<file path="src/rtl/dbg_itr_pkg.sv">
package dbg_itr_pkg;

  typedef enum logic [1:0] {
    ACC_BUSERR  = 2'd0,
    ACC_DROP    = 2'd1,
    ACC_OVERRUN = 2'd2,
    ACC_ISSUE   = 2'd3
  } acc_kind_e;

  typedef enum logic [1:0] {
    IS_IDLE = 2'd0,
    IS_LOW  = 2'd1,
    IS_HIGH = 2'd2
  } issue_st_e;

  typedef struct packed {
    logic lock;
    logic oslock;
    logic pwr;
  } pwr_stat_t;

  localparam pwr_stat_t STAT_OK = '{lock: 1'b0, oslock: 1'b0, pwr: 1'b1};

  // Order of the checks matters: bus error first, then drops, then overrun.
  function automatic acc_kind_e classify(
    input pwr_stat_t st,
    input logic      err_sticky,
    input logic      mmap,
    input logic      swl,
    input logic      halted,
    input logic      ready,
    input logic      mam
  );
    if (st != STAT_OK)           return ACC_BUSERR;
    if (err_sticky)              return ACC_DROP;
    if (mmap && swl)             return ACC_DROP;
    if (!halted)                 return ACC_DROP;
    if (!ready || mam)           return ACC_OVERRUN;
    return ACC_ISSUE;
  endfunction

  // Pick the presented value: whole word, or one zero-extended halfword.
  function automatic logic [31:0] present_word(
    input logic [31:0] w,
    input logic        cmp,
    input logic        upper
  );
    if (!cmp)  return w;
    if (upper) return {16'h0000, w[31:16]};
    return {16'h0000, w[15:0]};
  endfunction

endpackage

</file>
<file path="src/rtl/dbg_itr_classify.sv">
module dbg_itr_classify
  import dbg_itr_pkg::*;
(
  input  logic      wr,
  input  pwr_stat_t stat,
  input  logic      err_sticky,
  input  logic      mmap,
  input  logic      swl,
  input  logic      halted,
  input  logic      ready,
  input  logic      mam,
  output logic      ev_buserr,
  output logic      ev_overrun,
  output logic      ev_issue
);
  acc_kind_e kind;

  always_comb begin
    kind       = classify(stat, err_sticky, mmap, swl, halted, ready, mam);
    ev_buserr  = wr && (kind == ACC_BUSERR);
    ev_overrun = wr && (kind == ACC_OVERRUN);
    ev_issue   = wr && (kind == ACC_ISSUE);
  end
endmodule

</file>
<file path="src/rtl/dbg_itr_issue.sv">
module dbg_itr_issue
  import dbg_itr_pkg::*;
#(
  parameter int DW = 32
) (
  input  logic          clk,
  input  logic          rst_n,
  input  logic          ev_issue,
  input  logic [DW-1:0] wdata,
  input  logic          cmp_in,
  input  logic          done,
  input  logic          abort,
  output logic          issue_valid,
  output logic [DW-1:0] issue_word,
  output logic          issue_part,
  output logic          ev_finish,
  output logic          ev_abort
);
  issue_st_e     st_q, st_d;
  logic [DW-1:0] word_q;
  logic          cmp_q;
  logic          busy;

  assign busy      = (st_q != IS_IDLE);
  assign ev_abort  = busy && done && abort;
  assign ev_finish = busy && done &&
                     (abort || !cmp_q || (st_q == IS_HIGH));

  always_comb begin
    st_d = st_q;
    unique case (st_q)
      IS_IDLE: if (ev_issue) st_d = IS_LOW;
      IS_LOW:  if (done) st_d = (abort || !cmp_q) ? IS_IDLE : IS_HIGH;
      IS_HIGH: if (done) st_d = IS_IDLE;
      default: st_d = IS_IDLE;
    endcase
  end

  always_ff @(posedge clk or negedge rst_n) begin
    if (!rst_n) begin
      st_q   <= IS_IDLE;
      word_q <= '0;
      cmp_q  <= 1'b0;
    end else begin
      st_q <= st_d;
      if (ev_issue && !busy) begin
        word_q <= wdata;
        cmp_q  <= cmp_in;
      end
    end
  end

  assign issue_valid = busy;
  assign issue_part  = (st_q == IS_HIGH);
  assign issue_word  = busy ? present_word(word_q, cmp_q, issue_part) : '0;

  assert_issue_hold_R11: assert property (@(posedge clk) disable iff (!rst_n)
    (issue_valid && !done) |=> (issue_valid && $stable(issue_word) && $stable(issue_part)));

  assert_part_order_R7: assert property (@(posedge clk) disable iff (!rst_n)
    $rose(issue_part) |-> $past(issue_valid && done && !abort));

  assert_abort_ends_R8: assert property (@(posedge clk) disable iff (!rst_n)
    ev_abort |=> !issue_valid);
endmodule

</file>
<file path="src/rtl/dbg_itr_flags.sv">
module dbg_itr_flags (
  input  logic clk,
  input  logic rst_n,
  input  logic ev_issue,
  input  logic ev_overrun,
  input  logic ev_finish,
  input  logic ev_abort,
  input  logic clr,
  output logic ready,
  output logic ovr,
  output logic err
);
  always_ff @(posedge clk or negedge rst_n) begin
    if (!rst_n) begin
      ready <= 1'b1;
      ovr   <= 1'b0;
      err   <= 1'b0;
    end else begin
      if (ev_issue)       ready <= 1'b0;
      else if (ev_finish) ready <= 1'b1;
      if (ev_overrun)     ovr <= 1'b1;
      else if (clr)       ovr <= 1'b0;
      if (ev_overrun || ev_abort) err <= 1'b1;
      else if (clr)               err <= 1'b0;
    end
  end

  assert_ovr_with_err_R4: assert property (@(posedge clk) disable iff (!rst_n)
    ev_overrun |=> (ovr && err));

  assert_clear_R9: assert property (@(posedge clk) disable iff (!rst_n)
    (clr && !ev_overrun && !ev_abort) |=> (!ovr && !err));
endmodule

</file>
<file path="src/rtl/dbg_itr_gate.sv">
module dbg_itr_gate
  import dbg_itr_pkg::*;
#(
  parameter int DW = 32
) (
  input  logic          clk,
  input  logic          rst_n,
  input  logic          dbg_wr,
  input  logic [DW-1:0] dbg_wdata,
  input  logic          dbg_mmap,
  input  logic          stat_lock,
  input  logic          stat_oslock,
  input  logic          stat_pwr,
  input  logic          sw_lock,
  input  logic          core_halted,
  input  logic          mem_acc_mode,
  input  logic          cmp_mode,
  input  logic          clr_strobe,
  input  logic          core_done,
  input  logic          core_abort,
  output logic          dbg_wr_err,
  output logic          core_issue_valid,
  output logic [DW-1:0] core_issue_word,
  output logic          core_issue_part,
  output logic          itr_ready,
  output logic          itr_ovr,
  output logic          itr_err
);
  pwr_stat_t stat;
  logic ev_buserr, ev_overrun, ev_issue, ev_finish, ev_abort;

  assign stat = '{lock: stat_lock, oslock: stat_oslock, pwr: stat_pwr};

  dbg_itr_classify u_cls (
    .wr(dbg_wr), .stat(stat), .err_sticky(itr_err), .mmap(dbg_mmap),
    .swl(sw_lock), .halted(core_halted), .ready(itr_ready), .mam(mem_acc_mode),
    .ev_buserr(ev_buserr), .ev_overrun(ev_overrun), .ev_issue(ev_issue)
  );

  dbg_itr_issue #(.DW(DW)) u_iss (
    .clk(clk), .rst_n(rst_n), .ev_issue(ev_issue), .wdata(dbg_wdata),
    .cmp_in(cmp_mode), .done(core_done), .abort(core_abort),
    .issue_valid(core_issue_valid), .issue_word(core_issue_word),
    .issue_part(core_issue_part), .ev_finish(ev_finish), .ev_abort(ev_abort)
  );

  dbg_itr_flags u_flg (
    .clk(clk), .rst_n(rst_n), .ev_issue(ev_issue), .ev_overrun(ev_overrun),
    .ev_finish(ev_finish), .ev_abort(ev_abort), .clr(clr_strobe),
    .ready(itr_ready), .ovr(itr_ovr), .err(itr_err)
  );

  assign dbg_wr_err = ev_buserr;

  assert_one_outstanding_R5: assert property (@(posedge clk) disable iff (!rst_n)
    core_issue_valid |-> !itr_ready);

  assert_buserr_inert_R1: assert property (@(posedge clk) disable iff (!rst_n)
    ev_buserr |=> !$rose(core_issue_valid) && !$rose(itr_ovr));

  assert_overrun_no_issue_R4: assert property (@(posedge clk) disable iff (!rst_n)
    ev_overrun |=> !$rose(core_issue_valid));
endmodule

</file>
<file path="config.mk">
export PLATFORM = sky130hd
export DESIGN_NAME = dbg_itr_gate
export DESIGN_NICKNAME = d
export VERILOG_FILES = /design/src/rtl/dbg_itr_pkg.sv /design/src/rtl/dbg_itr_classify.sv /design/src/rtl/dbg_itr_issue.sv /design/src/rtl/dbg_itr_flags.sv /design/src/rtl/dbg_itr_gate.sv
export SDC_FILE = /design/constraint.sdc
export NUM_CORES = 1
export LEC_CHECK = 0
export ABC_AREA = 1
export BUFFER_PORTS_ARGS = -buffer_cell sky130_fd_sc_hd__buf_2
export CAP_MARGIN = 40
export CORE_ASPECT_RATIO = 0.7
export CORE_MARGIN = 5
export CORE_UTILIZATION = 45
export DETAILED_ROUTE_END_ITERATION = 8
export GPL_TIMING_DRIVEN = 0
export PLACE_DENSITY = 0.8
export RECOVER_POWER = 100
export SETUP_SLACK_MARGIN = 0.2
export SLEW_MARGIN = 20
export SYNTH_ARGS = -nofsm -noshare
export SYNTH_HDL_FRONTEND = slang
export SYNTH_HIERARCHICAL = 1
export SYNTH_SLANG_ARGS = --single-unit
</file>
<file path="constraint.sdc">
create_clock -name clk -period 1.77 [get_ports clk]
set_input_delay 0.177 -clock clk [delete_from_list [all_inputs] [get_ports clk]]
set_output_delay 0.177 -clock clk [all_outputs]
set_load 0.005 [all_outputs]
</file>
[Yosys cells after proc, flatten, opt, wreduce, memory -nomap -nowiden]
Index checks and enable logic that the tools add are counted.
Word-level totals
  output and inout port bits: 38
  word-level logic and storage cells: 78
  bits in registers: 38
Operators by class
  reductions and logical operators: 22
  mux-type cells: 42
  equality and inequality tests: 8
Operators by type and width (number)
  2-to-1 mux 32 bit: 5
  2-to-1 mux 2 bit: 14
  2-to-1 mux 1 bit: 22
  logical AND 1 bit: 8
  nonzero test 2 bit: 4
  equality test 2 bit (second input constant): 3
  case mux 2 bit (3 select lines): 1
  zero test 2 bit: 2
  logical OR 1 bit: 4
  != test 2 bit (second input constant): 2
  zero test 1 bit: 3
  != test 3 x 1 -> 1 bit (second input constant): 1
  AND reduction 3 bit: 1
  equality test 2 x 1 -> 1 bit (second input constant): 1
  != test 2 x 1 -> 1 bit (second input constant): 1

[Logic depth before layout (Yosys ltp)]
Gate-level depths: netlist of the first run.
  depth in word-level cells: 21
  depth in mapped cells: 10
  gate-level depth less buffers: 9

[Cells and area by module]
The synthesis of the first run kept the hierarchy.
By module, submodules not included
  dbg_itr_issue: times used 1, seq. area each 875.8 um^2, area each 1881.8 um^2, cells an instance 254
  dbg_itr_flags: times used 1, seq. area each 76.3 um^2, area each 110.1 um^2, cells an instance 12
  dbg_itr_classify: times used 1, seq. area each 0.0 um^2, area each 66.3 um^2, cells an instance 15

[Worst setup path before layout of the first run]
OpenSTA, ideal clock, no wires.
  path kind: reg-to-reg
  from: register u_flg.ready
  to: register u_iss.word_q[0]
  data arrival time: 1.431 ns
  period minus slack after synthesis: 1.497 ns
  required time: 1.704 ns
  buffers on the path: 2
  cell stages (with the launch flop): 9
  setup slack: 0.273 ns
  cells stage by stage: dfstp_2 > inv_1 > nor2_1 > inv_1 > nor2_1 > buf_2 > clkbuf_1 > nand3_1 > nand2_1
Between the ends
  word-level cells in the longest chain between the ends: 15
  elaborated cells between the ends (all ways): 16
  classes of those cells: eq/ne (1); mux (11); reduce/logical (4)
Ends and longest elaborated chain
  start, declared: line dbg_itr_flags.sv:9  | output logic ready,
  start signal, assigned: line dbg_itr_flags.sv:15  | ready <= 1'b1;
  start signal, assigned: line dbg_itr_flags.sv:19  | if (ev_issue) ready <= 1'b0;
  start signal, assigned: line dbg_itr_flags.sv:20  | else if (ev_finish) ready <= 1'b1;
  zero test 1 bit (*): line dbg_itr_pkg.sv:38  | if (!ready || mam) return ACC_OVERRUN;
  logical OR 1 bit (*): line dbg_itr_pkg.sv:38
  2-to-1 mux 1 bit (2 in series): line dbg_itr_pkg.sv:38
  2-to-1 mux 1 bit: line dbg_itr_pkg.sv:37  | if (!halted) return ACC_DROP;
  2-to-1 mux 1 bit: line dbg_itr_pkg.sv:36  | if (mmap && swl) return ACC_DROP;
  2-to-1 mux 1 bit: line dbg_itr_pkg.sv:35  | if (err_sticky) return ACC_DROP;
  2-to-1 mux 2 bit (*): line dbg_itr_pkg.sv:39  | return ACC_ISSUE;
  2-to-1 mux 2 bit (*): line dbg_itr_pkg.sv:38
  2-to-1 mux 2 bit (*): line dbg_itr_pkg.sv:37
  2-to-1 mux 2 bit (*): line dbg_itr_pkg.sv:36
  2-to-1 mux 2 bit (*): line dbg_itr_pkg.sv:35
  equality test 2 bit (*): line dbg_itr_classify.sv:22  | ev_issue = wr && (kind == ACC_ISSUE);
  logical AND 1 bit (*): line dbg_itr_classify.sv:22
  net ev_issue: line dbg_itr_gate.sv:30  | logic ev_buserr, ev_overrun, ev_issue, ev_finish, ev_abort;
  logical AND 1 bit (*): line dbg_itr_issue.sv:46  | if (ev_issue && !busy) begin
  end signal, assigned: line dbg_itr_issue.sv:47  | word_q <= wdata;
  end, declared: line dbg_itr_issue.sv:20  | logic [DW-1:0] word_q;
The timed path passes the listed nets; every way through them passes the cells marked *. The select of a mux whose other input is x is not followed.
A chain may end at the register's enable or synchronous reset.

[Worst setup path after layout of the first run]
  from: register u_iss.st_q[0]
  to: output core_issue_word[13]
Between the ends
  word-level cells in the longest chain between the ends: 6
  elaborated cells between the ends (all ways): 8
  classes of those cells: eq/ne (1); mux (6); reduce/logical (1)
Ends and longest elaborated chain
  start, declared: line dbg_itr_issue.sv:19  | issue_st_e st_q, st_d;
  start signal, assigned: line dbg_itr_issue.sv:45  | st_q <= st_d;
  equality test 2 bit: line dbg_itr_issue.sv:54  | assign issue_part = (st_q == IS_HIGH);
  2-to-1 mux 1 bit (2 in series): line dbg_itr_pkg.sv:49  | if (upper) return {16'h0000, w[31:16]};
  2-to-1 mux 32 bit: line dbg_itr_pkg.sv:50  | return {16'h0000, w[15:0]};
  2-to-1 mux 32 bit: line dbg_itr_pkg.sv:49
  2-to-1 mux 32 bit (*): line dbg_itr_issue.sv:55  | assign issue_word = busy ? present_word(word_q, cmp_q, issue_part) : '0;
  end, declared: line dbg_itr_gate.sv:23  | output logic [DW-1:0] core_issue_word,
Mark *: on every way between the ends. The rest lies on a longest branch, timed or not. The select of a mux whose other input is x is not followed.

==> metrics.md, run 1 <==
| Metric | Value |
|---|---|
| Cts bufs inserted | `5` |
| Critical setup path kind | `flip-flop to output port` |
| Post-route worst setup slack | `0.02442 ns` |
| Hold slack | `0.1104 ns` |
| Number of I/O pins | `84` |
| FF-to-FF Start | `u_iss/st_q[0]` |
| Mean area per synthesized cell | `7.325 sq um` |
| Gate power share | `13.5%` |
| # fillers | `282` |
| Register share of total power | `54.4%` |
| Htree depth | `2` |
| Clock buffer depth | `2` |
| Sequential fraction of the synthesis area | `46.26%` |
| Post-DR vias/cell | `5.391` |
| Leakage | `1.788 nW` |
| Switching share of total power | `27.57%` |
| Post-DP HPWL | `4415 microns` |
| Power density cells | `605.8 nW/um^2` |
| Max-cap violations | `0` |
| WHS Path Cells | `3` |
| CP Data Required Time | `1.59 ns` |
| Status | `finished, final reports clean` |
| Vias in the first global route | `2,175` |
| Worst EP arrival | `1.57 ns` |
| FMAX | `0.5729 GHz` |
| TritonCTS clock tree | `done` |
| Tcrit/Tclk final | `98.62%` |
| Crit-path max FO | `6` |
| CORE AREA | `4379 sq um` |
| Clock Skew | `0.002496 ns` |
| Setup violators final | `0` |
| Nets@finish | `445` |
| Synth warn | `6` |
| Slew Limit Fails | `0` |
| Most common cell after layout, fill and taps aside | `buf_2` |
| Synth cell types | `25` |
| DR iter-0 viols | `281` |
| PnR Total Power | `1.928 mW` |
| Initial Util | `47.00%` |
| Design area | `3183 sq um` |
| Synthesized area | `2058 sq um` |
| Critical-path cell list | `inv_2 -> nand2_4 -> nor2_8 -> buf_4 -> o21ai_1 -> nor2_1 -> buf_2` |
| Dpl cell area | `2542 sq um` |
| GP Congestion | `0.8777` |
| # placed instances | `419` |
| Chip Width | `90.84 microns` |
| Setup TNS | `0 ns` |
| Syn Inst Count | `281` |
| HP Class | `input pin to flip-flop` |
| Die ar. | `6048 sq um` |
| DRC Markers | `0` |
| Final Critical Period | `1.746 ns` |
| Die height | `66.59 microns` |
| Worst R2R End | `u_iss/word_q[28]` |
| PortBufs | `83` |
| CP endpoint kind | `output port` |
| IR drop worst, VDD | `0.5233 mV` |
| Critical path's slowest cell | `dfrtp_1` |
| DR vias | `2,453` |
| Setup repair after global routing missed its margin | `yes` |
| Largest net degree at the start of global routing | `39` |
| Final hold vios | `0` |
| R2r worst-path depth | `11` |
| Antenna-violating nets left | `0` |
| First-pass iteration count of the detailed router | `7` |
| Commonest non-fill, non-tap cells in the layout | `83 x buf_2, 72 x nand2_1, 39 x nor2_1` |
| First-pass GRT wire length | `10,050 microns` |
| Net Sw Power | `0.5317 mW` |
| Total GRT Usage | `21.16%` |
| Max stage delay on crit path | `0.41 ns` |
| Clock root buffer | `clkbuf_8` |
| Synth-to-layout area growth | `54.65%` |
| Initial antenna violation count | `0` |
| Layout cells sized above 1 | `46.00%` |
| Internal power | `1.396 mW` |
| Final Non-Filler Cells | `455` |
| DR WL/cell | `16.84 microns` |
| Clock share of power | `32.1%` |
| WL final | `7661 microns` |
| Clk slew on worst S/H paths | `0.07 ns` |
| Clk Latency, worst-skew pair | `0.29 ns` |
| Syn_nets | `327` |
| Row count | `20` |
| Crit path launch | `u_iss/st_q[0]` |
| CP startpoint kind | `flip-flop` |
| Finished Core Util | `72.69%` |
| Worst rel slew slack | `44.92%` |
| Yosys reg bits | `38` |
| GR Overflow Total | `0` |
| # clock sinks | `38` |
| R2r setup slk | `0.06 ns` |
| # diodes | `0` |
| Worst Setup EP | `core_issue_word[13]` |
| Worst-margin pin slew | `0.8262 ns` |
| Pre-CTS setup slack | `-0.1009 ns` |
==> state kept, by name, summed over array words and instances (netlist names) <==
name and cells:
u_flg/err 1, u_flg/ovr 1, u_flg/ready 1, u_iss/cmp_q 1
u_iss/st_q 2, u_iss/word_q 32
==> power groups by stage <==
stage / Combinational, mW / Clock [mW] / Sequential [mW]
finish: 0.260 / 0.619 / 1.05
global route: 0.291 / 0.658 / 1.06
CTS: 0.209 / 0.627 / 1.03
detailed placement: 0.202 / 0 / 1.04
global placement: 0.194 / 0 / 1.04
floorplan: 0.103 / 0 / 1.02
==> metal layers <==
layer	GRT usage, %	share of wire (%)
met5	0	0
met4	5.311	3.6
met3	5.305	9.4
met2	36.05	49
met1	27.22	38
==> Yosys cell counts (all sizes together) <==
cell	number	area, sq um
nand2	93	359.1
nor2	60	279.0
dfrtp	37	925.9
nand3	35	175.2
inv	17	68.81
o21ai	16	80.08
buf	12	91.34
clkbuf	4	15.01
nor3	3	20.02
a21oi	1	5.000
dfstp	1	26.28
nand2b	1	6.260
nand4	1	6.260
==> worst min-delay path by stage <==
stage / start / endpoint / slack, ns
after global placement: rst_n / u_iss/word_q[29] / 0.32
after global routing: dbg_wdata[18] / u_iss/word_q[18] / 0.12
after CTS: rst_n / u_iss/word_q[29] / 0.008
after detailed placement: rst_n / u_iss/word_q[29] / 0.32
after floorplan: rst_n / u_flg/err / -0.12
final: dbg_wdata[0] / u_iss/word_q[0] / 0.11
==> worst max-delay path: cells and delay by family (launching register included) <==
family                 cells  cell delay [ns]
DFF                        1             0.41
buffers and inverters      3             0.42
AOI/OAI and AO/OA          1             0.08
and+or+nand+nor            3             0.37
==> logic make-up (layout without fill, tap and decap cells) <==
| family | Yosys count | after routing | share of synthesized area (%) |
|---|---|---|---|
| AND/OR/NAND/NOR | 193 | 194 | 41.09 |
| flip-flops | 38 | 38 | 46.26 |
| buffers and inverters | 33 | 151 | 8.510 |
| AO/OA/AOI/OAI | 17 | 17 | 4.134 |
==> timing repair <==
action,4_1_cts,5_1_grt
setup buffers,11,9
cloned,1,5
hold endpoints to repair,0,37
hold buffers,0,1
pin swaps,2,17
setup endpoints to repair,64,69
resized for setup,18,73
==> final cells by class <==
| cell class | count | area, sq um | share of cell area (%) |
|---|---|---|---|
| inverter | 17 | 71.32 | 2.241 |
| clock buffer | 8 | 90.09 | 2.830 |
| buffer | 16 | 196.4 | 6.171 |
| sequential | 38 | 953.4 | 29.95 |
| multi-input combinational | 211 | 1080 | 33.92 |
| timing repair buffer | 110 | 723.2 | 22.72 |
| tap | 55 | 68.82 | 2.162 |
(Power assumes the default switching activity.)
==> run 2: changes to the inputs <==
RECOVER_POWER = unset   (was 100)
==> run 2 against run 1 <==
Against the previous run:
- critical path type unchanged
- first-iteration DRC count decreased by 7.8%
- count of clock-buffer cells in the layout is the same
- routed wire length is 0.26% lower
- sequential share of layout area down 0.21 points
- global-route usage unchanged
- critical path depth unchanged
- utilization increased by 0.51 points
- sequential power hardly changed
- clock skew up 0.0018 ns
- clock power shrank 0.6%
- largest power group unchanged
==> metrics.md, run 2 (synthesis gave the netlist of run 1 again) <==
| Metric | Value |
|---|---|
| Layout cells sized above 1 | `47.00%` |
| Critical-path cell list | `inv_2 -> nand2_4 -> nor2_8 -> buf_4 -> o21ai_1 -> nor2_1 -> buf_2` |
| CP endpoint kind | `output port` |
| First-pass iteration count of the detailed router | `6` |
| Clock buffer depth | `2` |
| GR Overflow Total | `0` |
| DR WL/cell | `16.79 microns` |
| Hold slack | `0.1116 ns` |
| Gate power share | `13.7%` |
| CP Data Required Time | `1.59 ns` |
| First-pass GRT wire length | `10,050 microns` |
| Post-DR vias/cell | `5.268` |
| Row count | `20` |
| Max-cap violations | `0` |
| Crit-path max FO | `6` |
| Total GRT Usage | `21.16%` |
| Internal power | `1.403 mW` |
| Max stage delay on crit path | `0.41 ns` |
| Setup repair after global routing missed its margin | `yes` |
| Clock Skew | `0.004313 ns` |
| FMAX | `0.5749 GHz` |
| Top flop regs | `u_iss/word_q: 32 flops, u_iss/st_q: 2 flops` |
| Number of I/O pins | `84` |
| Final hold vios | `0` |
| Most common cell after layout, fill and taps aside | `buf_2` |
| Nets@finish | `445` |
| Final Non-Filler Cells | `455` |
| CORE AREA | `4379 sq um` |
| Pre-CTS setup slack | `-0.1009 ns` |
| # clock sinks | `38` |
| Final Critical Period | `1.739 ns` |
| TritonCTS clock tree | `done` |
| Setup TNS | `0 ns` |
| Tcrit/Tclk final | `98.27%` |
| GP Congestion | `0.8777` |
| WL final | `7641 microns` |
| Chip Width | `90.84 microns` |
| HP Class | `input pin to flip-flop` |
| Cts bufs inserted | `5` |
| Setup violators final | `0` |
| Synth-to-layout area growth | `55.74%` |
| Worst rel slew slack | `81.86%` |
| Power density cells | `602.6 nW/um^2` |
| Commonest non-fill, non-tap cells in the layout | `85 x buf_2, 72 x nand2_1, 39 x nor2_1` |
| Clk slew on worst S/H paths | `0.07 ns` |
| Initial antenna violation count | `0` |
| Post-DP HPWL | `4415 microns` |
| Worst EP arrival | `1.56 ns` |
| Status | `finished, final reports clean` |
| CP bufs+invs | `3` |
| DRC Markers | `0` |
| IR drop worst, VDD | `0.5236 mV` |
| Largest net degree at the start of global routing | `39` |
| # placed instances | `419` |
| Net Sw Power | `0.5287 mW` |
| Htree depth | `2` |
| CP startpoint kind | `flip-flop` |
| PortBufs | `83` |
| DR iter-0 viols | `259` |
| # fillers | `277` |
| Worst-margin pin slew | `0.2721 ns` |
| Post-route worst setup slack | `0.03060 ns` |
| Vias in the first global route | `2,175` |
| Slew Limit Fails | `0` |
| Critical path's slowest cell | `dfrtp_1` |
| Antenna-violating nets left | `0` |
| Top reg by flops | `u_iss/word_q` |
| Finished Core Util | `73.20%` |
| Register share of total power | `54.4%` |
| Largest register FFs | `32` |
| Leakage | `1.802 nW` |
| Clock share of power | `31.9%` |
| Initial Util | `47.00%` |
| DR vias | `2,397` |
| CP delay by family, top | `buffers and inverters` |
| Die ar. | `6048 sq um` |
| Critical setup path kind | `flip-flop to output port` |
| Die height | `66.59 microns` |
| Clock root buffer | `clkbuf_8` |
| # diodes | `0` |
| Clk Latency, worst-skew pair | `0.29 ns` |
| Switching share of total power | `27.37%` |
## run 2: changes by cell type in the layout (fill, tap and decap cells not counted), sizes merged
| cell | change |
|---|---|
| buf | +3 |
| clkbuf | -3 |
## run 2: path summary, 6_finish.rpt
check / to / depth (start not counted) / slack [ns] / from
min in group asynchronous: u_iss/word_q[29] / 2 / 0.23 / rst_n
max in group asynchronous: u_flg/ready / 3 / 1.06 / rst_n
hold reg to reg: u_flg/ovr / 2 / 0.48 / u_flg/ovr
setup reg to reg: u_iss/word_q[28] / 11 / 0.07 / u_iss/st_q[0]
setup / recovery: core_issue_word[13] / 7 / 0.03 / u_iss/st_q[0]
hold / removal: u_iss/word_q[0] / 3 / 0.11 / dbg_wdata[0]
## run 2: layer usage
layer	GRT usage, %	wire [microns]	part of all wire (%)	up-vias
met3	5.305	751	9.8	19
li1	-	-	-	1107
met2	36.05	3856	50	136
met4	5.311	172	2.3	0
met1	27.22	2861	37	1135
met5	0	0	0	-
## run 2: repair_timing
item                                   in CTS  in global routing
setup buffers                              11                  9
cloned                                      1                  5
endpoints found under the hold margin       0                 37
setup endpoints to repair                  64                 69
resized for setup                          18                 73
hold buffers                                0                  1
pin swaps                                   2                 17
## run 2: layout make-up
cell class | instances | area (sq um) | area share, %
Buffer | 16 | 196.4 | 6.128
Clock buffer | 8 | 90.09 | 2.810
Inverter | 17 | 71.32 | 2.225
Multi-Input combinational cell | 211 | 1085 | 33.84
Sequential cell | 38 | 953.4 | 29.74
Tap cell | 55 | 68.82 | 2.147
Timing Repair Buffer | 110 | 740.7 | 23.11
## run 2: worst register-to-register path, delay by kind of cell, from the launching register on
family	cells	cell delay [ns]
flops	1	0.41
simple gates	4	0.35
buf+inv	7	0.82
## run 2: through the flow
stage          area, sq um  power [mW]
6_report              3206       1.932
5_1_grt               3206       2.015
4_1_cts               2766       1.865
3_5_place_dp          2542       1.245
3_3_place_gp          2542       1.236
2_1_floorplan         2058       1.127
## run 2: power by group through the flow
stage	Sequential [mW]	Clock (mW)	Combinational, mW
final	1.05	0.615	0.265
after global routing	1.06	0.659	0.297
after CTS	1.03	0.627	0.209
after detailed placement	1.04	0	0.202
after global placement	1.04	0	0.194
after floorplan	1.02	0	0.103
==> run 3: changes to the inputs <==
CORE_UTILIZATION = 48   (was 45)
PLACE_DENSITY = 0.85   (was 0.8)
==> run 3 against run 2 <==
Against the previous run:
- routed wire length up 15%
- hold slack lost 0.0081 ns
- non-clock buffer count unchanged
- maximum frequency decreased by 1.4%
- first-iteration DRC count is 68% higher
- power is 3.4% higher
- final cell count down 0.66%
- clock power up 3.6%
- setup slack worse by 0.025 ns
- cell area rose by 2.0%
- via count increased by 10%
- highest routed layer unchanged
==> metrics.md, run 3 (synthesis gave the netlist of run 1 again) <==
| Metric | Value |
|---|---|
| # clock sinks | `38` |
| Cts bufs inserted | `5` |
| Top flop regs | `u_iss/word_q: 32 flops, u_iss/st_q: 2 flops` |
| Top reg by flops | `u_iss/word_q` |
| Htree depth | `2` |
| Die height | `64.79 microns` |
| Row count | `19` |
| First-pass GRT wire length | `10,030 microns` |
| Nets@finish | `445` |
| Total GRT Usage | `22.41%` |
| IR drop worst, VDD | `0.5220 mV` |
| Vias in the first global route | `2,270` |
| Initial antenna violation count | `0` |
| Clock root buffer | `clkbuf_8` |
| Setup repair after global routing missed its margin | `yes` |
| HP Class | `input pin to flip-flop` |
| Post-DP HPWL | `4538 microns` |
| First-pass iteration count of the detailed router | `5` |
| Pre-CTS setup slack | `-0.1346 ns` |
| CORE AREA | `4041 sq um` |
| Initial Util | `50.93%` |
| Post-DR vias/cell | `5.841` |
| Power density cells | `611.2 nW/um^2` |
| Crit-path max FO | `5` |
| Largest register FFs | `32` |
| GR Overflow Total | `0` |
| DR vias | `2,640` |
| Worst-margin pin slew | `0.3895 ns` |
| Status | `finished, final reports clean` |
| Dpl cell area | `2566 sq um` |
| DR WL/cell | `19.47 microns` |
| Leakage | `1.801 nW` |
| Clk Latency, worst-skew pair | `0.30 ns` |
| Design area | `3268 sq um` |
| Chip Width | `88.27 microns` |
| Critical setup path kind | `flip-flop to output port` |
| CP endpoint kind | `output port` |
| Layout cells sized above 1 | `50.00%` |
| GP Congestion | `0.8688` |
| FMAX | `0.5668 GHz` |
| Worst rel slew slack | `74.03%` |
| PortBufs | `83` |
| DRC Markers | `0` |
| Clock buffer depth | `2` |
| Post-route worst setup slack | `0.005585 ns` |
| WL final | `8800 microns` |
| Number of I/O pins | `84` |
| Tcrit/Tclk final | `99.68%` |
| Antenna-violating nets left | `0` |
| Clk slew on worst S/H paths | `0.08 ns` |
| CP Data Required Time | `1.59 ns` |
| PnR Total Power | `1.998 mW` |
| Setup TNS | `0 ns` |
| Synth-to-layout area growth | `58.78%` |
| Largest net degree at the start of global routing | `25` |
| DR iter-0 viols | `436` |
| Most common cell after layout, fill and taps aside | `buf_2` |
| R2r setup slk | `0.11 ns` |
| Die ar. | `5718 sq um` |
| Setup violators final | `0` |
| Commonest non-fill, non-tap cells in the layout | `86 x buf_2, 53 x nand2_1, 44 x nor2_1` |
| Final hold vios | `0` |
| TritonCTS clock tree | `done` |
| Slew Limit Fails | `0` |
| # fillers | `224` |
| # diodes | `0` |
| Clock Skew | `0.004625 ns` |
| CP startpoint kind | `flip-flop` |
| Max-cap violations | `0` |
| Worst EP arrival | `1.59 ns` |
| Final Critical Period | `1.764 ns` |
run 3: changes by cell type in the layout (fill, tap and decap cells not counted), moves of 2 or more:
cell     before  now
nand2_1      72   53
nand2_4       3   13
nand2_2      18   27
nor2_2       13    7
nor2_1       39   44
buf_6        13    9
buf_4        14   17
buf_12        3    1
nand3_1      33   35
nand3_2       2    0
run 3: critical path: stages, from the launching register on:
cell and delay, ns:
dfrtp_2 0.44, inv_2 0.09, nand2_4 0.07, nor2_8 0.16
buf_4 0.15, o21ai_0 0.11, nor2_1 0.14, buf_2 0.13
run 3: routing by layer:
layer | up-vias | global-route usage [%] | share of wire (%)
met4 | 0 | 7.925 | 4.6
met3 | 54 | 5.696 | 12
met5 | - | 0 | 0
met2 | 241 | 36.29 | 48
met1 | 1229 | 29.18 | 35
li1 | 1116 | - | -
run 3: final timing paths:
check / startpoint / depth (start not counted) / endpoint
worst min-delay path: dbg_wdata[6] / 3 / u_iss/word_q[6]
worst min register to register: u_flg/ovr / 2 / u_flg/ovr
max in group asynchronous: rst_n / 3 / u_flg/ready
min in group asynchronous: rst_n / 2 / u_iss/word_q[10]
worst max-delay path: u_iss/st_q[0] / 7 / core_issue_word[4]
worst max register to register: u_flg/ready / 9 / u_iss/word_q[7]
run 3: layout make-up:
class                      count  area (sq um)  area share, %
multi-input combinational    211          1154          35.30
sequential                    38         954.7          29.21
clock buffer                   7         86.33          2.642
inverter                      17         71.32          2.182
buffer                        16         185.2          5.666
timing repair buffer         110         747.0          22.86
tap                           52         65.06          1.991
clock inverter                 1         5.005         0.1531
run 3: metrics by stage:
step                      util [%]  hold slack [ns]  std cells
after floorplan                  -          -0.1186        281
after detailed placement     63.50           0.1231        417
after global routing         80.87           0.1162        452
after CTS                    68.42           0.1029        435
after global placement       62.82           0.3288        416
final                        80.87           0.1036        452
run 3: what timing repair did:
| action | in CTS | in global routing |
|---|---|---|
| gates cloned | 1 | 6 |
| hold buffers | 1 | 0 |
| gates resized for setup | 15 | 91 |
| hold endpoints to repair | 14 | 0 |
| pin swaps | 3 | 21 |
| endpoints found under the setup margin | 65 | 67 |
| setup buffers | 8 | 11 |
run 3: report_power, final:
group,internal [mW],switching (mW),leakage [nW]
combinational,0.137,0.148,1.25
sequential,0.958,0.117,0.505
clock,0.315,0.323,0.0482
